===== config.mk =====
export PLATFORM = sky130hd
export DESIGN_NAME = msg_irq_arbiter
export DESIGN_NICKNAME = d
export VERILOG_FILES = /design/src/rtl/msg_irq_pkg.sv /design/src/rtl/msg_pend_bank.sv /design/src/rtl/msg_stat_flag.sv /design/src/rtl/msg_prio_enc.sv /design/src/rtl/msg_irq_arbiter.sv
export SDC_FILE = /design/constraint.sdc
export NUM_CORES = 1
export LEC_CHECK = 0
export ABC_AREA = 0
export ABC_CLOCK_PERIOD_IN_PS = 2400
export CAP_MARGIN = 10
export CORE_ASPECT_RATIO = 1.75
export CORE_MARGIN = 1
export CORE_UTILIZATION = 38
export CTS_CLUSTER_SIZE = 40
export DETAILED_ROUTE_END_ITERATION = 10
export PLACE_DENSITY = 0.85
export REMOVE_ABC_BUFFERS = 1
export SLEW_MARGIN = 20
export SYNTH_ARGS = -nofsm -noshare
export SYNTH_HDL_FRONTEND = slang
export SYNTH_SLANG_ARGS = --single-unit
export TNS_END_PERCENT = 1

===== constraint.sdc =====
create_clock -name clk_i -period 2.4 [get_ports clk_i]
set_input_delay 0.36 -clock clk_i [delete_from_list [all_inputs] [get_ports clk_i]]
set_output_delay 0.36 -clock clk_i [all_outputs]
set_load 0.02 [all_outputs]

===== src/rtl/msg_irq_pkg.sv =====
package msg_irq_pkg;
  localparam int unsigned ID_W = 16;
  localparam logic [ID_W-1:0] STAT_CODE = 16'h8000;
  localparam logic [ID_W-1:0] IDLE_CODE = '0;
endpackage


===== src/rtl/msg_pend_bank.sv =====
module msg_pend_bank #(
  parameter int unsigned N = 32
) (
  input  logic         clk_i,
  input  logic         rst_ni,
  input  logic [N-1:0] set_i,
  input  logic [N-1:0] clr_i,
  output logic [N-1:0] pend_o
);
  for (genvar k = 0; k < N; k++) begin : g_bit
    logic pend_q;
    always_ff @(posedge clk_i or negedge rst_ni) begin
      if (!rst_ni)        pend_q <= 1'b0;
      else if (set_i[k])  pend_q <= 1'b1;  // set wins over clear
      else if (clr_i[k])  pend_q <= 1'b0;
    end
    assign pend_o[k] = pend_q;

    p_set_wins_r9: assert property (@(posedge clk_i) disable iff (!rst_ni)
      set_i[k] |=> pend_o[k]);
    p_clr_r4: assert property (@(posedge clk_i) disable iff (!rst_ni)
      (clr_i[k] && !set_i[k]) |=> !pend_o[k]);
    p_hold_r4: assert property (@(posedge clk_i) disable iff (!rst_ni)
      (!clr_i[k] && !set_i[k]) |=> $stable(pend_o[k]));
  end
endmodule


===== src/rtl/msg_stat_flag.sv =====
module msg_stat_flag (
  input  logic clk_i,
  input  logic rst_ni,
  input  logic upd_i,
  input  logic err_i,
  input  logic rd_i,
  input  logic err_ie_i,
  input  logic stat_ie_i,
  output logic flag_o
);
  logic hit;
  logic flag_q;

  assign hit = upd_i & (err_i ? err_ie_i : stat_ie_i);

  always_ff @(posedge clk_i or negedge rst_ni) begin
    if (!rst_ni)    flag_q <= 1'b0;
    else if (hit)   flag_q <= 1'b1;  // update beats a same-cycle read
    else if (rd_i)  flag_q <= 1'b0;
  end
  assign flag_o = flag_q;

  p_only_strobes_r6: assert property (@(posedge clk_i) disable iff (!rst_ni)
    (!upd_i && !rd_i) |=> $stable(flag_o));
  p_err_gate_r7: assert property (@(posedge clk_i) disable iff (!rst_ni)
    (upd_i && err_i && !err_ie_i && !flag_o) |=> !flag_o);
  p_stat_gate_r7: assert property (@(posedge clk_i) disable iff (!rst_ni)
    (upd_i && !err_i && !stat_ie_i && !flag_o) |=> !flag_o);
  p_rd_clr_r5: assert property (@(posedge clk_i) disable iff (!rst_ni)
    (rd_i && !upd_i) |=> !flag_o);
  p_upd_wins_r9: assert property (@(posedge clk_i) disable iff (!rst_ni)
    (upd_i && err_i && err_ie_i) |=> flag_o);
endmodule


===== src/rtl/msg_prio_enc.sv =====
module msg_prio_enc #(
  parameter int unsigned N = 32,
  parameter int unsigned W = 16
) (
  input  logic         clk_i,
  input  logic         rst_ni,
  input  logic [N-1:0] vec_i,
  output logic         any_o,
  output logic [W-1:0] code_o
);
  localparam int unsigned PW = (N > 1) ? $clog2(N) : 1;

  // code = lowest set index + 1
  always_comb begin
    code_o = '0;
    for (int i = N - 1; i >= 0; i--) begin
      if (vec_i[i]) code_o = W'(i + 1);
    end
  end
  assign any_o = |vec_i;

  logic [PW-1:0] pos_c;
  logic [N-1:0]  below_c;
  assign pos_c   = PW'(code_o - W'(1));
  assign below_c = (N'(1) << pos_c) - N'(1);

  p_lowest_r3: assert property (@(posedge clk_i) disable iff (!rst_ni)
    any_o |-> (code_o != '0 && code_o <= W'(N) && vec_i[pos_c]
               && (vec_i & below_c) == '0));
  p_none_r1: assert property (@(posedge clk_i) disable iff (!rst_ni)
    !any_o |-> code_o == '0);
endmodule


===== src/rtl/msg_irq_arbiter.sv =====
module msg_irq_arbiter
  import msg_irq_pkg::*;
#(
  parameter int unsigned NUM_BUF = 32
) (
  input  logic               clk_i,
  input  logic               rst_ni,
  input  logic [NUM_BUF-1:0] buf_set_i,
  input  logic [NUM_BUF-1:0] buf_clr_i,
  input  logic               stat_upd_i,
  input  logic               stat_err_i,
  input  logic               stat_rd_i,
  input  logic               line_en_i,
  input  logic               err_ie_i,
  input  logic               stat_ie_i,
  output logic [ID_W-1:0]    int_id_o,
  output logic [NUM_BUF-1:0] pend_o,
  output logic               irq_o
);
  logic [NUM_BUF-1:0] pend_q;
  logic               stat_q;
  logic               msg_any;
  logic [ID_W-1:0]    msg_code;
  logic [ID_W-1:0]    id_d, id_q;

  msg_pend_bank #(.N(NUM_BUF)) i_bank (
    .clk_i, .rst_ni,
    .set_i  (buf_set_i),
    .clr_i  (buf_clr_i),
    .pend_o (pend_q)
  );

  msg_stat_flag i_stat (
    .clk_i, .rst_ni,
    .upd_i     (stat_upd_i),
    .err_i     (stat_err_i),
    .rd_i      (stat_rd_i),
    .err_ie_i  (err_ie_i),
    .stat_ie_i (stat_ie_i),
    .flag_o    (stat_q)
  );

  msg_prio_enc #(.N(NUM_BUF), .W(ID_W)) i_enc (
    .clk_i, .rst_ni,
    .vec_i  (pend_q),
    .any_o  (msg_any),
    .code_o (msg_code)
  );

  always_comb begin
    if (stat_q)       id_d = STAT_CODE;
    else if (msg_any) id_d = msg_code;
    else              id_d = IDLE_CODE;
  end

  always_ff @(posedge clk_i or negedge rst_ni) begin
    if (!rst_ni) id_q <= IDLE_CODE;
    else         id_q <= id_d;
  end

  assign int_id_o = id_q;
  assign pend_o   = pend_q;
  assign irq_o    = line_en_i & (id_q != IDLE_CODE);

  p_stat_top_r2: assert property (@(posedge clk_i) disable iff (!rst_ni)
    stat_q |=> int_id_o == STAT_CODE);
  p_idle_zero_r1: assert property (@(posedge clk_i) disable iff (!rst_ni)
    (!stat_q && !(|pend_q)) |=> int_id_o == IDLE_CODE);
  p_msg_range_r10: assert property (@(posedge clk_i) disable iff (!rst_ni)
    (!stat_q && (|pend_q)) |=> (int_id_o != IDLE_CODE && int_id_o <= ID_W'(NUM_BUF)));
endmodule


Yosys cells after proc, flatten, opt, wreduce, memory -nomap -nowiden
Cells that the tools add are included.
- bits in registers: 49
- input port bits: 72
- output and inout port bits: 49
- mux-type cells: 101
- bitwise logic cells: 2
- reductions and logical operators: 35
- operators with widths (cell ; number):
    6-bit two-way mux ; 32
    1-bit two-way mux ; 67
    2-bit nonzero test ; 33
    16-bit two-way mux ; 2
    32-bit OR reduction ; 1
    16-bit nonzero test ; 1
    1-bit bitwise AND ; 2

Depth between registers and ports, before layout
- depth after elaboration: 34
- mapped depth: 5
- mapped depth without buffers: 5

Hierarchy
From an unflattened synthesis, not the netlist that was laid out.
- cell total of the unflattened synthesis: 255
- area, all modules: 2539.9 um^2
- by module, submodules not included (module ; instances ; cells an instance ; area each (um^2) ; sequential area each (um^2)):
    msg_pend_bank ; 1 ; 128 ; 1401.3 ; 800.8
    msg_irq_arbiter ; 1 ; 40 ; 579.3 ; 400.4
    msg_prio_enc ; 1 ; 82 ; 510.5 ; 0.0
    msg_stat_flag ; 1 ; 5 ; 48.8 ; 25.0

Least setup slack after synthesis
OpenSTA, ideal clock, no wires.
- kind: register to register
- start point: reg i_bank.g_bit[14].pend_q
- end point: reg id_q[0], in the netlist int_id_o[0]
- library setup time: 0.134 ns
- arrival: 1.610 ns
- data required time: 2.266 ns
- path slack: 0.656 ns
- cell stages (with the launch flop): 6
- period minus slack after synthesis: 1.744 ns
- cells stage by stage: dfrtp_1 nor4_2 nand3_2 or4_4 o31ai_2 a21oi_1
- longest elaborated chain between the ends: 17
- elaborated cells between the ends (all ways): 18
- those cells by class: mux: 17; reduce/logical: 1
- ends and longest elaborated chain (item ; line ; text):
    start, declared ; msg_pend_bank.sv:11 ; logic pend_q;
    start signal, assigned ; msg_pend_bank.sv:13 ; if (!rst_ni) pend_q <= 1'b0;
    start signal, assigned ; msg_pend_bank.sv:14 ; else if (set_i[k]) pend_q <= 1'b1;
    start signal, assigned ; msg_pend_bank.sv:15 ; else if (clr_i[k]) pend_q <= 1'b0;
    6-bit two-way mux (15 in series) ; msg_prio_enc.sv:17 ; if (vec_i[i]) code_o = W'(i + 1);
    16-bit two-way mux (*) ; msg_irq_arbiter.sv:52 ; else if (msg_any) id_d = msg_code;
    16-bit two-way mux (*) ; msg_irq_arbiter.sv:51 ; if (stat_q) id_d = STAT_CODE;
    via id_d[0] ; msg_irq_arbiter.sv:24 ; logic [ID_W-1:0] id_d, id_q;
    end signal, assigned ; msg_irq_arbiter.sv:58 ; else id_q <= id_d;
    end, declared ; msg_irq_arbiter.sv:24 ;
The timed path passes the listed nets; every way through them passes the cells marked *.
A chain may end at the register's enable or synchronous reset.

Worst setup path after layout
- start point: in line_en_i
- end point: out irq_o
- longest elaborated chain between the ends: 1
- ends and longest elaborated chain (item ; line ; text):
    start, declared ; msg_irq_arbiter.sv:13 ; input logic line_en_i,
    1-bit bitwise AND ; msg_irq_arbiter.sv:63 ; assign irq_o = line_en_i & (id_q != IDLE_CODE);
    end, declared ; msg_irq_arbiter.sv:18 ; output logic irq_o
No other way between the ends.

==> flow_summary.yaml <==
clocking:
  path_clk_slew_ns: 0.07
  h-tree-depth: 2
  cts.sinks: 40
  clock_latency_ns: 0.28
  cts_tree: "done"
  root_buffer: "clkbuf_8"
  cts_hold_buf: 0
  cts_setup_buffers: 0
  cts_inserted_buffers: 5
  cts_resized: 0
  clk_path_buf_depth: 2
critical_path:
  critPathBufInv: 2
  slowest_stage: "clkdlybuf4s50_1"
  crit_family: "buffers and inverters"
  cp_data_arrival_time_ns: 1.60
  crit_required_ns: 2.04
  cpMostUsedCell: "clkdlybuf4s50_1"
  start_kind: "primary input"
  end_kind: "output pin"
  criticalPathCategory: "in -> out"
  cp.depth: 3
  rr_worst_depth: 5
  max_stage_delay_ns: 0.62
  crit_chain: "clkdlybuf4s50_1, a21boi_0, clkdlybuf4s50_1"
  crit_fanout: 1
route:
  routedWlPerCell_um: 13.1
  num_vias: 1767
  drt-initial-drc-count: 32
  antenna_left: 0
  vias_per_cell: 4.67
  first_pass_iters: 4
  drcViolationCount: 0
  wl_um: 4940
place:
  hpwl_um: 4100
  gp_congestion: 0.834
  placed_cells: 370
  placed_cell_area_um2: 3030
  io_buffers: 111
sta:
  min_period_ns: 1.96
  setup_viol: 0
  hold_viol: 0
  skew_ns: 0.00209
  slew_headroom_pct: 42.5
  clock.fmax_ghz: 0.511
  post-route-period-util_pct: 81.5
  finalMaxSlewViolations: 0
  holdWs_ns: 0.183
  fin_tns_setup_ns: 0
  tightestPinTransition_ns: 0.863
  rsz0062_at_grt: "false"
power_and_ir_drop:
  p_total_uw: 1670
  powerDensity_nw_per_um2: 532
  vdd.ir_drop.worst_mv: 0.448
  power_leakage_uw: 0.00141
cells_and_area:
  num_antenna_cells: 0
  fillers: 450
  drive_gt1_share_pct: 5.59
  fin_area_um2: 3140
  multi_input_area_um2: 708
  areaGrowthSynthToFinish_pct: 48.7
  seqCellArea_um2: 1000
  stdcell_count: 378
  nets: 375
yosys:
  yosysSeqAreaShare_pct: 47.4
  yosysWarnings: 0
  syn_inst: 218
  post_synth.cell_area_avg_um2: 9.68
  yosys.cell_count.top_type: "buf_4"
  yosys.cell_types.count: 33
  synth_area_um2: 2110
  synth-edff-count: 0
  synth_top_area_share_pct: 47.4
  synthArstFlopShare_pct: 100
  synth_top_area_cell: "dfrtp_1"
  synth_area_leaders: "dfrtp_1 (47%), buf_4 (15%), a21o_1 (8.9%), inv_1 (5.9%), nor2_1 (2.1%)"
  synthTopCellsByCount: "buf_4 (41), dfrtp_1 (40), inv_1 (33)"
  ys_seq_elements: 40
  synth-main-ff-cell: "dfrtp_1"
global_route:
  grt_pass1_wl_um: 7870
  antenna_found_initial: 0
  first_global_vias: 1745
  grt_use_total_pct: 17.9
  overflow: 0
  grt_max_degree: 41
floorplan:
  start_util_pct: 39.8
  ios: 121
  rows: 35
  die_area_um2: 5870
  fp.dieW_um: 58.3
  core_um2: 5300
  die_y_um: 101
flow_run:
  maxCapViolCount: 0
hold_path:
  hp-class: "in -> async"
run_status:
  status: "finished clean"
## kinds of logic after synthesis
| kind of cell | after synthesis | synth area share, % |
|---|---|---|
| mux | 1 | 0.533 |
| other cells | 1 | 0.178 |
| buf+inv | 74 | 20.5 |
| compound gates | 57 | 19.2 |
| flops | 40 | 47.4 |
| simple gates | 45 | 12.2 |
## cell usage in the layout (no fill, tap or decap), types with 3 or more instances in the layout
cell type / count
a21o_1: 25
nor4_2: 3
dfrtp_1: 40
o31ai_1: 3
o21bai_1: 6
a21oi_1: 6
nor3_1: 8
conb_1: 9
o21ai_0: 7
inv_1: 33
nor4_1: 5
nor2_1: 12
nand2_1: 6
clkbuf_8: 5
clkdlybuf4s50_1: 110
## where the power goes
| part | internal, uW | switching, uW |
|---|---|---|
| clock | 308 | 220 |
| combinational | 214 | 149 |
| sequential | 718 | 60.1 |
| total | 1240 | 429 |
## registers in the layout, summed over array words and instances, names as in the netlist
| signal | count |
|---|---|
| i_bank.g_bit.pend_q | 32 |
| i_stat.flag_o | 1 |
| int_id_o | 7 |
## path summary, 6_finish.rpt
path	to	start	slack [ns]
min in group clk_i	int_id_o[15]	i_stat.flag_o	0.51
max in group asynchronous	i_bank.g_bit[1].pend_q	rst_ni	1.68
setup reg to reg	int_id_o[0]	i_bank.g_bit[27].pend_q	0.50
hold / removal	i_bank.g_bit[7].pend_q	rst_ni	0.18
hold reg to reg	int_id_o[15]	i_stat.flag_o	0.51
setup / recovery	irq_o	line_en_i	0.44
## metrics by stage
stage	util, %	setup WS (ns)
after global placement	57.2	0.449
final	59.2	0.444
after detailed placement	57.2	0.455
after global routing	59.2	0.321
after floorplan	-	0.561
after CTS	59.2	0.443
## per-layer routing
| metal | share of wire, % | track usage (%) | vias to the layer above |
|---|---|---|---|
| met5 | 0 | 0 | - |
| met4 | 2.1 | 6.96 | 0 |
| met3 | 7.2 | 5.78 | 9 |
| met2 | 58 | 34.8 | 72 |
| met1 | 33 | 16.3 | 833 |
| li1 | - | - | 853 |
## area by class of cell
| cell class | instances | area share [%] |
|---|---|---|
| clock buffers | 6 | 2.31 |
| multi-input cells | 112 | 22.6 |
| repair buffers | 111 | 35.2 |
| flip-flops and latches | 40 | 31.9 |
| inverters | 33 | 3.95 |
| clock inverters | 2 | 1.12 |
| well taps | 74 | 2.95 |
(Power assumes the default switching activity.)
